File: src/rtl/bsh_pkg.sv
package bsh_pkg;
  typedef enum logic [2:0] {
    SK_LSL = 3'd0,
    SK_LSR = 3'd1,
    SK_ASR = 3'd2,
    SK_ROR = 3'd3,
    SK_RRX = 3'd4
  } shift_kind_e;
endpackage

File: src/rtl/bsh_amt_class.sv
module bsh_amt_class #(
  parameter int W     = 32,
  parameter int AMT_W = 8,
  parameter int CNT_W = $clog2(W) + 1
) (
  input  logic [AMT_W-1:0] amt,
  input  logic             is_rot,
  output logic             amt_zero,
  output logic             amt_over,
  output logic [CNT_W-1:0] cnt
);
  localparam int LOG_W = $clog2(W);

  always_comb begin
    amt_zero = (amt == '0);
    amt_over = (amt > AMT_W'(W));
    if (is_rot)
      cnt = {1'b0, amt[LOG_W-1:0]};
    else if (amt_over)
      cnt = CNT_W'(W);
    else
      cnt = amt[CNT_W-1:0];
  end
endmodule

File: src/rtl/bsh_right_net.sv
module bsh_right_net #(
  parameter int W     = 32,
  parameter int CNT_W = $clog2(W) + 1,
  parameter int VW    = 2 * W + 1
) (
  input  logic [VW-1:0]    din,
  input  logic [CNT_W-1:0] cnt,
  output logic [VW-1:0]    dout
);
  logic [VW-1:0] stage [CNT_W+1];

  assign stage[0] = din;

  for (genvar s = 0; s < CNT_W; s++) begin : g_stage
    assign stage[s+1] = cnt[s] ? (stage[s] >> (2 ** s)) : stage[s];
  end

  assign dout = stage[CNT_W];
endmodule

File: src/rtl/bsh_result_sel.sv
module bsh_result_sel
  import bsh_pkg::*;
#(
  parameter int W  = 32,
  parameter int VW = 2 * W + 1
) (
  input  logic [2:0]    kind,
  input  logic [W-1:0]  op,
  input  logic          cin,
  input  logic          amt_zero,
  input  logic          amt_over,
  input  logic [VW-1:0] net_out,
  output logic [W-1:0]  res_d,
  output logic          cout_d
);
  logic [W-1:0] sh_res;
  logic [W-1:0] rev_res;
  logic         sh_c;

  always_comb begin
    sh_res = net_out[W:1];
    sh_c   = net_out[0];
    for (int i = 0; i < W; i++) rev_res[i] = sh_res[W-1-i];
  end

  always_comb begin
    res_d  = op;
    cout_d = cin;
    case (kind)
      SK_LSL: begin
        if (!amt_zero) begin
          res_d  = amt_over ? '0 : rev_res;
          cout_d = amt_over ? 1'b0 : sh_c;
        end
      end
      SK_LSR: begin
        if (!amt_zero) begin
          res_d  = amt_over ? '0 : sh_res;
          cout_d = amt_over ? 1'b0 : sh_c;
        end
      end
      SK_ASR: begin
        if (!amt_zero) begin
          res_d  = amt_over ? {W{op[W-1]}} : sh_res;
          cout_d = amt_over ? op[W-1] : sh_c;
        end
      end
      SK_ROR: begin
        if (!amt_zero) begin
          res_d  = sh_res;
          cout_d = sh_res[W-1];
        end
      end
      SK_RRX: begin
        res_d  = {cin, op[W-1:1]};
        cout_d = op[0];
      end
      default: begin
        res_d  = op;
        cout_d = cin;
      end
    endcase
  end
endmodule

File: src/rtl/bsh_core.sv
module bsh_core
  import bsh_pkg::*;
#(
  parameter int W       = 32,
  parameter int AMT_W   = 8,
  parameter bit OUT_REG = 1'b1
) (
  input  logic             clk,
  input  logic             rst_n,
  input  logic [W-1:0]     op,
  input  logic [2:0]       kind,
  input  logic [AMT_W-1:0] amt,
  input  logic             cin,
  output logic [W-1:0]     res,
  output logic             cout
);
  localparam int CNT_W = $clog2(W) + 1;
  localparam int VW    = 2 * W + 1;

  logic             amt_zero;
  logic             amt_over;
  logic [CNT_W-1:0] cnt;
  logic [W-1:0]     rev_op;
  logic [W-1:0]     low_src;
  logic [W-1:0]     high_fill;
  logic [VW-1:0]    net_in;
  logic [VW-1:0]    net_out;
  logic [W-1:0]     res_d;
  logic             cout_d;

  bsh_amt_class #(.W(W), .AMT_W(AMT_W), .CNT_W(CNT_W)) u_amt (
    .amt      (amt),
    .is_rot   (kind == SK_ROR),
    .amt_zero (amt_zero),
    .amt_over (amt_over),
    .cnt      (cnt)
  );

  // Left shifts run through the right network on a bit-reversed operand;
  // rotates put a second copy of the operand above it; right shifts put fill there.
  always_comb begin
    for (int i = 0; i < W; i++) rev_op[i] = op[W-1-i];
    low_src   = (kind == SK_LSL) ? rev_op : op;
    high_fill = (kind == SK_ROR) ? op : {W{(kind == SK_ASR) & op[W-1]}};
    net_in    = {high_fill, low_src, 1'b0};
  end

  bsh_right_net #(.W(W), .CNT_W(CNT_W), .VW(VW)) u_net (
    .din  (net_in),
    .cnt  (cnt),
    .dout (net_out)
  );

  bsh_result_sel #(.W(W), .VW(VW)) u_sel (
    .kind     (kind),
    .op       (op),
    .cin      (cin),
    .amt_zero (amt_zero),
    .amt_over (amt_over),
    .net_out  (net_out),
    .res_d    (res_d),
    .cout_d   (cout_d)
  );

  if (OUT_REG) begin : g_reg
    logic [W-1:0] res_q;
    logic         cout_q;

    always_ff @(posedge clk or negedge rst_n) begin
      if (!rst_n) begin
        res_q  <= '0;
        cout_q <= 1'b0;
      end else begin
        res_q  <= res_d;
        cout_q <= cout_d;
      end
    end

    assign res  = res_q;
    assign cout = cout_q;

    a_r2_zero_pass: assert property (@(posedge clk) disable iff (!rst_n)
      (amt == '0 && kind <= 3'd3) |=> (res == $past(op) && cout == $past(cin)))
      else $error("a_r2_zero_pass");

    a_r4_lsl_over: assert property (@(posedge clk) disable iff (!rst_n)
      (kind == SK_LSL && amt > AMT_W'(W)) |=> (res == '0 && !cout))
      else $error("a_r4_lsl_over");

    a_r5_lsr_over: assert property (@(posedge clk) disable iff (!rst_n)
      (kind == SK_LSR && amt > AMT_W'(W)) |=> (res == '0 && !cout))
      else $error("a_r5_lsr_over");

    a_r6_asr_over: assert property (@(posedge clk) disable iff (!rst_n)
      (kind == SK_ASR && amt > AMT_W'(W)) |=>
        (res == {W{$past(op[W-1])}} && cout == $past(op[W-1])))
      else $error("a_r6_asr_over");

    a_r7_ror_carry: assert property (@(posedge clk) disable iff (!rst_n)
      (kind == SK_ROR && amt != '0) |=> (cout == res[W-1]))
      else $error("a_r7_ror_carry");

    a_r8_rrx: assert property (@(posedge clk) disable iff (!rst_n)
      (kind == SK_RRX) |=>
        (res == {$past(cin), $past(op[W-1:1])} && cout == $past(op[0])))
      else $error("a_r8_rrx");

    a_r9_undef: assert property (@(posedge clk) disable iff (!rst_n)
      (kind > 3'd4) |=> (res == $past(op) && cout == $past(cin)))
      else $error("a_r9_undef");
  end else begin : g_comb
    assign res  = res_d;
    assign cout = cout_d;
  end
endmodule

File: config.mk
export PLATFORM = sky130hd
export DESIGN_NAME = bsh_core
export DESIGN_NICKNAME = d
export VERILOG_FILES = /design/src/rtl/bsh_pkg.sv /design/src/rtl/bsh_amt_class.sv /design/src/rtl/bsh_right_net.sv /design/src/rtl/bsh_result_sel.sv /design/src/rtl/bsh_core.sv
export SDC_FILE = /design/constraint.sdc
export NUM_CORES = 1
export LEC_CHECK = 0
export ABC_AREA = 1
export BUFFER_PORTS_ARGS = -buffer_cell sky130_fd_sc_hd__buf_2
export CAP_MARGIN = 20
export CORE_MARGIN = 1.5
export CORE_UTILIZATION = 55
export CTS_BUF_LIST = sky130_fd_sc_hd__clkbuf_8
export DETAILED_ROUTE_END_ITERATION = 7
export GPL_TIMING_DRIVEN = 0
export PLACE_DENSITY = 0.76
export SLEW_MARGIN = 15
export SYNTH_ARGS = -nofsm -noshare
export SYNTH_HDL_FRONTEND = slang
export SYNTH_SLANG_ARGS = --single-unit
File: constraint.sdc
create_clock -name clk -period 0.8 [get_ports clk]
set_input_delay 0.12 -clock clk [delete_from_list [all_inputs] [get_ports clk]]
set_output_delay 0.12 -clock clk [all_outputs]
set_load 0.03 [all_outputs]
==> results_dict.tcl, run 1 <==
set metrics [dict create \
    outcome "aborted with a tool error" \
    stop_stage "global routing (5_1_grt)" \
    stop_error "[ERROR GRT-0232] Routing congestion too high. Check the congestion heatmap in the GUI." \
    post_dp_cell_area_um2 7090 \
    root_buffer "clkbuf_8" \
    yosysSeqAreaShare_pct 13.0 \
    syn-num-nets 1320 \
    port_buffers 76 \
    synth_area_per_cell_um2 4.99 \
    overflow 32 \
    pre_cts_slack_ns -2.19 \
    cts-buffers-inserted 5 \
    dieHeight_um 111 \
    ys_warn_count 0 \
    synth_cell_types 27 \
    grt_usage_pct 70.7 \
    hpwl_um 26400 \
    place_inst 1493 \
    ys_ff_latch 33 \
    syn_inst 1274 \
    pin_count 79 \
    syn_area_um2 6360 \
    place_congestion 1.27 \
    die_x_um 111 \
    grt_max_degree 34 \
    start_util_pct 56.0 \
    cts_buffer_depth 2 \
    htree_levels 2 \
    cts.sinks 33 \
    rows 39 \
]
==> routing by layer <==
layer	overflow	track usage, %
met5	0	16.7
met4	12	59.0
met1	0	75.9
met2	20	88.2
met3	0	53.5
==> synthesized netlist by cell type, drive strengths merged <==
cell	number	area [um2]
clkbuf	36	135
a21oi	40	200
a31oi	2	12.5
o221ai	1	8.76
buf	55	287
nand3	435	2190
a22oi	5	37.5
nor3	2	10.0
o21ai	76	380
dfrtp	33	826
clkinv	2	7.51
inv	78	293
nand2	401	1530
nand4	8	50.1
nor2	96	370
o211ai	3	22.5
or2	1	6.26
==> through the flow <==
step,utilization (%),TNS (ns)
after global placement,62.4,-68.87
after CTS,78.0,-40.62
after floorplan,-,-34.02
after detailed placement,62.4,-68.10
==> cell families after synthesis <==
logic type	synth area share, %
AND/OR/NAND/NOR	65.3
flip-flops	13.0
AO/OA/AOI/OAI	10.4
buffers and inverters	11.3
==> timing repair <==
action                                  in CTS
pin swaps                                   60
setup buffers                               10
endpoints found under the setup margin      66
gates cloned                                 4
gates resized for setup                    440
hold endpoints to repair                    33
==> run 2: changes to the inputs <==
--- a/config.mk
+++ b/config.mk
@@ -9,11 +9,10 @@
 export BUFFER_PORTS_ARGS = -buffer_cell sky130_fd_sc_hd__buf_2
 export CAP_MARGIN = 20
 export CORE_MARGIN = 1.5
-export CORE_UTILIZATION = 55
-export CTS_BUF_LIST = sky130_fd_sc_hd__clkbuf_8
+export CORE_UTILIZATION = 40
 export DETAILED_ROUTE_END_ITERATION = 7
 export GPL_TIMING_DRIVEN = 0
-export PLACE_DENSITY = 0.76
+export PLACE_DENSITY_LB_ADDON = 0.15
 export SLEW_MARGIN = 15
 export SYNTH_ARGS = -nofsm -noshare
 export SYNTH_HDL_FRONTEND = slang
==> run 2 against run 1 <==
The flow now finishes, with violations (DRC, hold timing, setup timing). Area after synthesis unchanged. Synthesized cell count stayed put.
==> results_dict.tcl, run 2 <==
set metrics [dict create \
    yosysMostFrequentCell "nand3_1" \
    htree_levels 2 \
    routedWlPerCell_um 27.2 \
    drc 57 \
    port_buffers 76 \
    clkTransAtPathRegs_ns 0.06 \
    syn_area_um2 6360 \
    endpoint_kind "flip-flop" \
    nets 1447 \
    maxSlewHeadroom_pct 32.4 \
    tns_ns -49.13 \
    synthTopCellsByCount "nand3_1, nand2_1, nor2_1, inv_1, o21ai_0" \
    cts.sinks 33 \
    die_x_um 129 \
    pin_count 79 \
    synth.area.top_cells "nand3_1, nand2_1, dfrtp_1, nor2_1, o21ai_0" \
    yosysSeqAreaShare_pct 13.0 \
    fin_hold_ws_ns -0.113 \
    timing.final.ws_setup_ns -1.55 \
    grt_antenna_before_repair 0 \
    fin_crit_ns 2.35 \
    dieHeight_um 129 \
    grt_usage_pct 47.9 \
    synth_flop_cell "dfrtp_1" \
    dr_total_vias 11100 \
    setup_viol 66 \
    drv_slew 0 \
    rsz0062_at_grt "true" \
    cts_buffer_depth 2 \
    synth_area_per_cell_um2 4.99 \
    grt_pass1_vias 9481 \
    outcome "finished with violations" \
    power_leakage_nw 5.25 \
    hold_violations 33 \
    layout_common_cells "nand2_1, nand3_2, nand3_1" \
    place_congestion 1.10 \
    synth_top_area_cell "nand3_1" \
    p_per_area_nw_per_um2 1050 \
    critical_path_class "in -> reg" \
    min_path_type "in -> async" \
    ant_nets 0 \
    start_util_pct 41.4 \
    final_layout_size_suffix_gt1_share_pct 46.9 \
    ys_warn_count 0 \
    layout_commonest_cell "nand2_1" \
    largest_reg_flops 32 \
    overflow 0 \
    coreArea_um2 15400 \
    pre_cts_slack_ns -2.31 \
    grt_max_degree 34 \
    hpwl_um 30500 \
    rows 45 \
    ys_ff_latch 33 \
    cap_violations 0 \
    start_kind "input pin" \
    synthArstFlopShare_pct 100 \
    synth_cell_types 27 \
    synth_edf_count 0 \
    cts_tree "yes" \
    drt_iter0_drc 1975 \
    dr.pass1.iters 8 \
    area_growth_pct 75.8 \
    syn_inst 1274 \
    viasPerCell 6.85 \
    yosysTopAreaCellShare_pct 34.1 \
    wirelength_um 43900 \
    timing.final.crit_share_pct 294 \
    worst_slew_pin_slew_ns 1.01 \
    grt_pass1_wl_um 58800 \
    max_freq_mhz 425 \
    final_area_um2 11200 \
    cts-buffers-inserted 5 \
    dieArea_um2 16700 \
    root_buffer "clkbuf_16" \
    worst-path-max-fanout 10 \
    post_dp_cell_area_um2 7180 \
    violations "DRC, hold timing, setup timing" \
    syn-num-nets 1320 \
    cp_data_arrival_time_ns 2.58 \
    worstPathRequired_ns 1.03 \
    vdd_drop_max_mv 1.09 \
]
==> run 2: cells by family after synthesis <==
group                  count (synthesis)  share of synthesized area (%)
AND/OR/NAND/NOR                      943                           65.3
buffers and inverters                171                           11.3
AO/OA/AOI/OAI                        127                           10.4
flip-flops                            33                           13.0
==> run 2: metal layers <==
layer | part of all wire (%) | vias up | global-route usage, %
met5 | 0 | - | 0
met4 | 8.6 | 0 | 25.0
met3 | 17 | 346 | 16.6
met2 | 39 | 1068 | 68.0
met1 | 35 | 5080 | 63.5
li1 | - | 4562 | -
==> run 2: report_power, final <==
| part | leakage (nW) | switching, mW | total (mW) | internal (mW) |
|---|---|---|---|---|
| clock | 0.0706 | 0.757 | 1.90 | 1.14 |
| sequential | 0.411 | 0.0771 | 1.91 | 1.83 |
| combinational | 4.77 | 5.26 | 7.92 | 2.67 |
==> run 2: cell type report <==
class / count / area (um2)
tap: 211 / 264
antenna: 1 / 2.50
inverter: 80 / 348
clock inverter: 2 / 10.0
sequential: 33 / 826
clock buffer: 6 / 129
fill: 1267 / 4180
buffer: 91 / 841
timing repair buffer: 119 / 1170
multi-input combinational: 1071 / 7590
==> run 2: timing repair <==
item                                    in CTS  in global routing
buffers inserted                            17                 20
pin swaps                                   92                112
endpoints found under the setup margin      66                 66
gates cloned                                 3                  5
hold endpoints to repair                    33                 33
gates resized for setup                    525                320
==> run 2: worst max-delay path: stages <==
cell      delay, ns
buf_12         0.11
clkinv_8       0.04
nand3_4        0.14
buf_2          0.28
o21ai_2        0.47
nand3_1        0.30
nand3_1        0.19
nand3_2        0.11
nand3_4        0.16
nand3_4        0.11
nand2_2        0.11
nand2_2        0.06
nand2_4        0.15
nand2_2        0.06
nand3_2        0.07
nand2_1        0.05
inv_1          0.04
==> run 2: through the flow <==
| stage | hold slack [ns] | util, % | total power [mW] | cells |
|---|---|---|---|---|
| floorplan | -0.176 | - | 4.99 | 1274 |
| global placement | 0.198 | 46.7 | 6.79 | 1561 |
| detailed placement | 0.214 | 46.7 | 6.77 | 1561 |
| CTS | -0.0882 | 62.0 | 10.1 | 1589 |
| global route | -0.0520 | 72.8 | 12.0 | 1613 |
| finish | -0.113 | 72.8 | 11.7 | 1614 |
==> run 2: final timing paths <==
path | start | end | slack [ns] | cells past startpoint
max in group asynchronous | rst_n | res[21]$_DFF_PN0_ | 0.45 | 1
setup / recovery | kind[2] | res[28]$_DFF_PN0_ | -1.55 | 17
hold / removal | rst_n | res[28]$_DFF_PN0_ | -0.11 | 1
min in group clk | cin | cout$_DFF_PN0_ | 0.12 | 3
No activity file was read; power rests on OpenSTA's default activity.
==> run 3: changes to the inputs <==
--- a/config.mk
+++ b/config.mk
@@ -12,7 +12,7 @@
 export CORE_UTILIZATION = 40
 export DETAILED_ROUTE_END_ITERATION = 7
 export GPL_TIMING_DRIVEN = 0
-export PLACE_DENSITY_LB_ADDON = 0.15
+export PLACE_DENSITY = 0.62
 export SLEW_MARGIN = 15
 export SYNTH_ARGS = -nofsm -noshare
 export SYNTH_HDL_FRONTEND = slang
==> run 3 against run 2 <==
The run still ends with DRC, hold timing, setup timing left. Fmax grew 7.6%. Non-clock buffer count up 1. Combinational power shrank 5.7%. Sequential power barely moved. Clock power is 2% higher. Via count rose by 1.6%. Utilization shrank 3.8 points.
==> results_dict.tcl, run 3 (same netlist as run 2, synthesis figures left out) <==
set metrics [dict create \
    endpoint_kind "flip-flop" \
    final_layout_size_suffix_gt1_share_pct 43.5 \
    area_growth_pct 66.7 \
    setup_viol 66 \
    wirelength_um 44400 \
    violations "DRC, hold timing, setup timing" \
    layout_commonest_cell "nand2_1" \
    dieArea_um2 16700 \
    fin_hold_ws_ns -0.107 \
    drt_iter0_drc 1929 \
    timing.critical_path.mode_cell "nand2_2" \
    grt_max_degree 34 \
    power_leakage_nw 5.13 \
    cts-buffers-inserted 5 \
    n_antenna_cell 0 \
    post_dp_cell_area_um2 7180 \
    routedWlPerCell_um 27.5 \
    rows 45 \
    grt_pass1_wl_um 61400 \
    max_stage_delay_ns 0.21 \
    tns_ns -46.72 \
    min_path_type "in -> async" \
    layout_common_cells "nand2_1, nand3_2, nand3_1" \
    dr.pass1.iters 8 \
    timing.final.ws_setup_ns -1.39 \
    coreArea_um2 15400 \
    start_util_pct 41.4 \
    grt_usage_pct 50.9 \
    port_buffers 76 \
    max_freq_mhz 457 \
    crit_chain "buf_8, nand3_4, nand2_8, inv_8, nand2_8, buf_12, nand2_2, buf_8, buf_6, nand2_1, a31oi_2, o21ai_2, nand3_2, nand3_2, nand2_2, nand2_2, nand2_1, nand3_1" \
    grt_pass1_vias 9804 \
    rsz0062_at_grt "true" \
    hpwl_um 31400 \
    viasPerCell 6.96 \
    maxSlewHeadroom_pct 37.1 \
    dr_total_vias 11200 \
    grt_antenna_before_repair 0 \
    largest_reg_flops 32 \
    multiInputGateArea_um2 6980 \
    final_area_um2 10600 \
    ant_nets 0 \
    timing.final.crit_share_pct 273 \
    cts_tree "yes" \
    nets 1448 \
    cts.sinks 33 \
    die_x_um 129 \
    clkTransAtPathRegs_ns 0.06 \
    fin_crit_ns 2.19 \
    hold_violations 33 \
    drc 14 \
    fillers 1309 \
    htree_levels 2 \
    dieHeight_um 129 \
    worst-path-max-fanout 10 \
    cp_data_arrival_time_ns 2.35 \
    pin_count 79 \
    worstPathRequired_ns 0.96 \
    drv_slew 0 \
    register_area_um2 826 \
    root_buffer "clkbuf_16" \
    outcome "finished with violations" \
    cts_buffer_depth 2 \
    cap_violations 0 \
    critical_path_class "in -> reg" \
    start_kind "input pin" \
    place_congestion 1.12 \
    worst_slew_pin_slew_ns 0.944 \
    slowest_stage "a31oi_2" \
    p_per_area_nw_per_um2 1070 \
    vdd_drop_max_mv 0.743 \
    overflow 0 \
]
==> run 3: changes by cell type in the layout (fill, tap and decap cells not counted), moves of 3 or more <==
| cell | previous run | this run |
|---|---|---|
| nand2_2 | 73 | 63 |
| nand2_4 | 27 | 22 |
| nand2_8 | 10 | 5 |
| nand3_4 | 73 | 24 |
| inv_2 | 6 | 3 |
| o21ai_2 | 38 | 19 |
| o21ai_1 | 8 | 14 |
| nand3_1 | 174 | 182 |
| nand2_1 | 292 | 312 |
| nand3_2 | 188 | 229 |
| o21ai_0 | 20 | 32 |
| clkbuf_4 | 11 | 8 |
| inv_1 | 63 | 66 |
==> run 3: where the power goes <==
| part | total (mW) | internal, mW | leakage (nW) | switching, mW |
|---|---|---|---|---|
| clock network | 1.94 | 1.14 | 0.0696 | 0.799 |
| registers | 1.91 | 1.83 | 0.411 | 0.0806 |
| logic | 7.47 | 2.48 | 4.65 | 4.99 |
| total | 11.3 | 5.45 | 5.13 | 5.87 |
==> run 3: final cells by class <==
cell class	count	share of cell area, %
Buffer	91	8.00
Clock buffer	5	1.18
Clock inverter	3	0.165
Inverter	80	3.31
Multi-Input combinational cell	1071	65.8
Sequential cell	33	7.78
Tap cell	211	2.49
Timing Repair Buffer	120	11.3
==> run 3: path summary, 6_finish.rpt <==
check	from	to	slack [ns]
setup / recovery	kind[0]	cout$_DFF_PN0_	-1.39
hold / removal	rst_n	res[27]$_DFF_PN0_	-0.11
max in group asynchronous	rst_n	res[10]$_DFF_PN0_	0.43
min in group clk	cin	res[31]$_DFF_PN0_	0.12
==> run 3: routing by layer <==
metal | global-route usage, % | vias up | part of all wire [%]
met4 | 34.6 | 0 | 10
met5 | 2.65 | - | 0
met3 | 22.5 | 384 | 17
met2 | 70.3 | 1207 | 38
li1 | - | 4545 | -
met1 | 62.9 | 5092 | 34
==> run 3: timing repair <==
item | 4_1_cts | 5_1_grt
endpoints found under the hold margin | 33 | 33
gates resized for setup | 494 | 226
setup buffers | 24 | 10
cloned | 8 | 3
endpoints found under the setup margin | 66 | 66
pin swaps | 74 | 60
==> run 3: metrics by stage <==
stage	cells	util, %	power [mW]	setup slack, ns	hold slack [ns]
global placement	1561	46.7	6.83	-2.40	0.198
floorplan	1274	-	4.99	-1.07	-0.176
finish	1614	69.0	11.3	-1.39	-0.107
detailed placement	1561	46.7	6.79	-2.33	0.225
global route	1614	69.0	11.6	-1.48	-0.0462
CTS	1601	61.9	10.1	-1.22	-0.0814
==> run 3: worst max-delay path: cells and delay by family <==
family	cells	cell delay (ns)
buffers and inverters	5	0.75
and+or+nand+nor	11	1.13
AOI/OAI and AO/OA	2	0.33
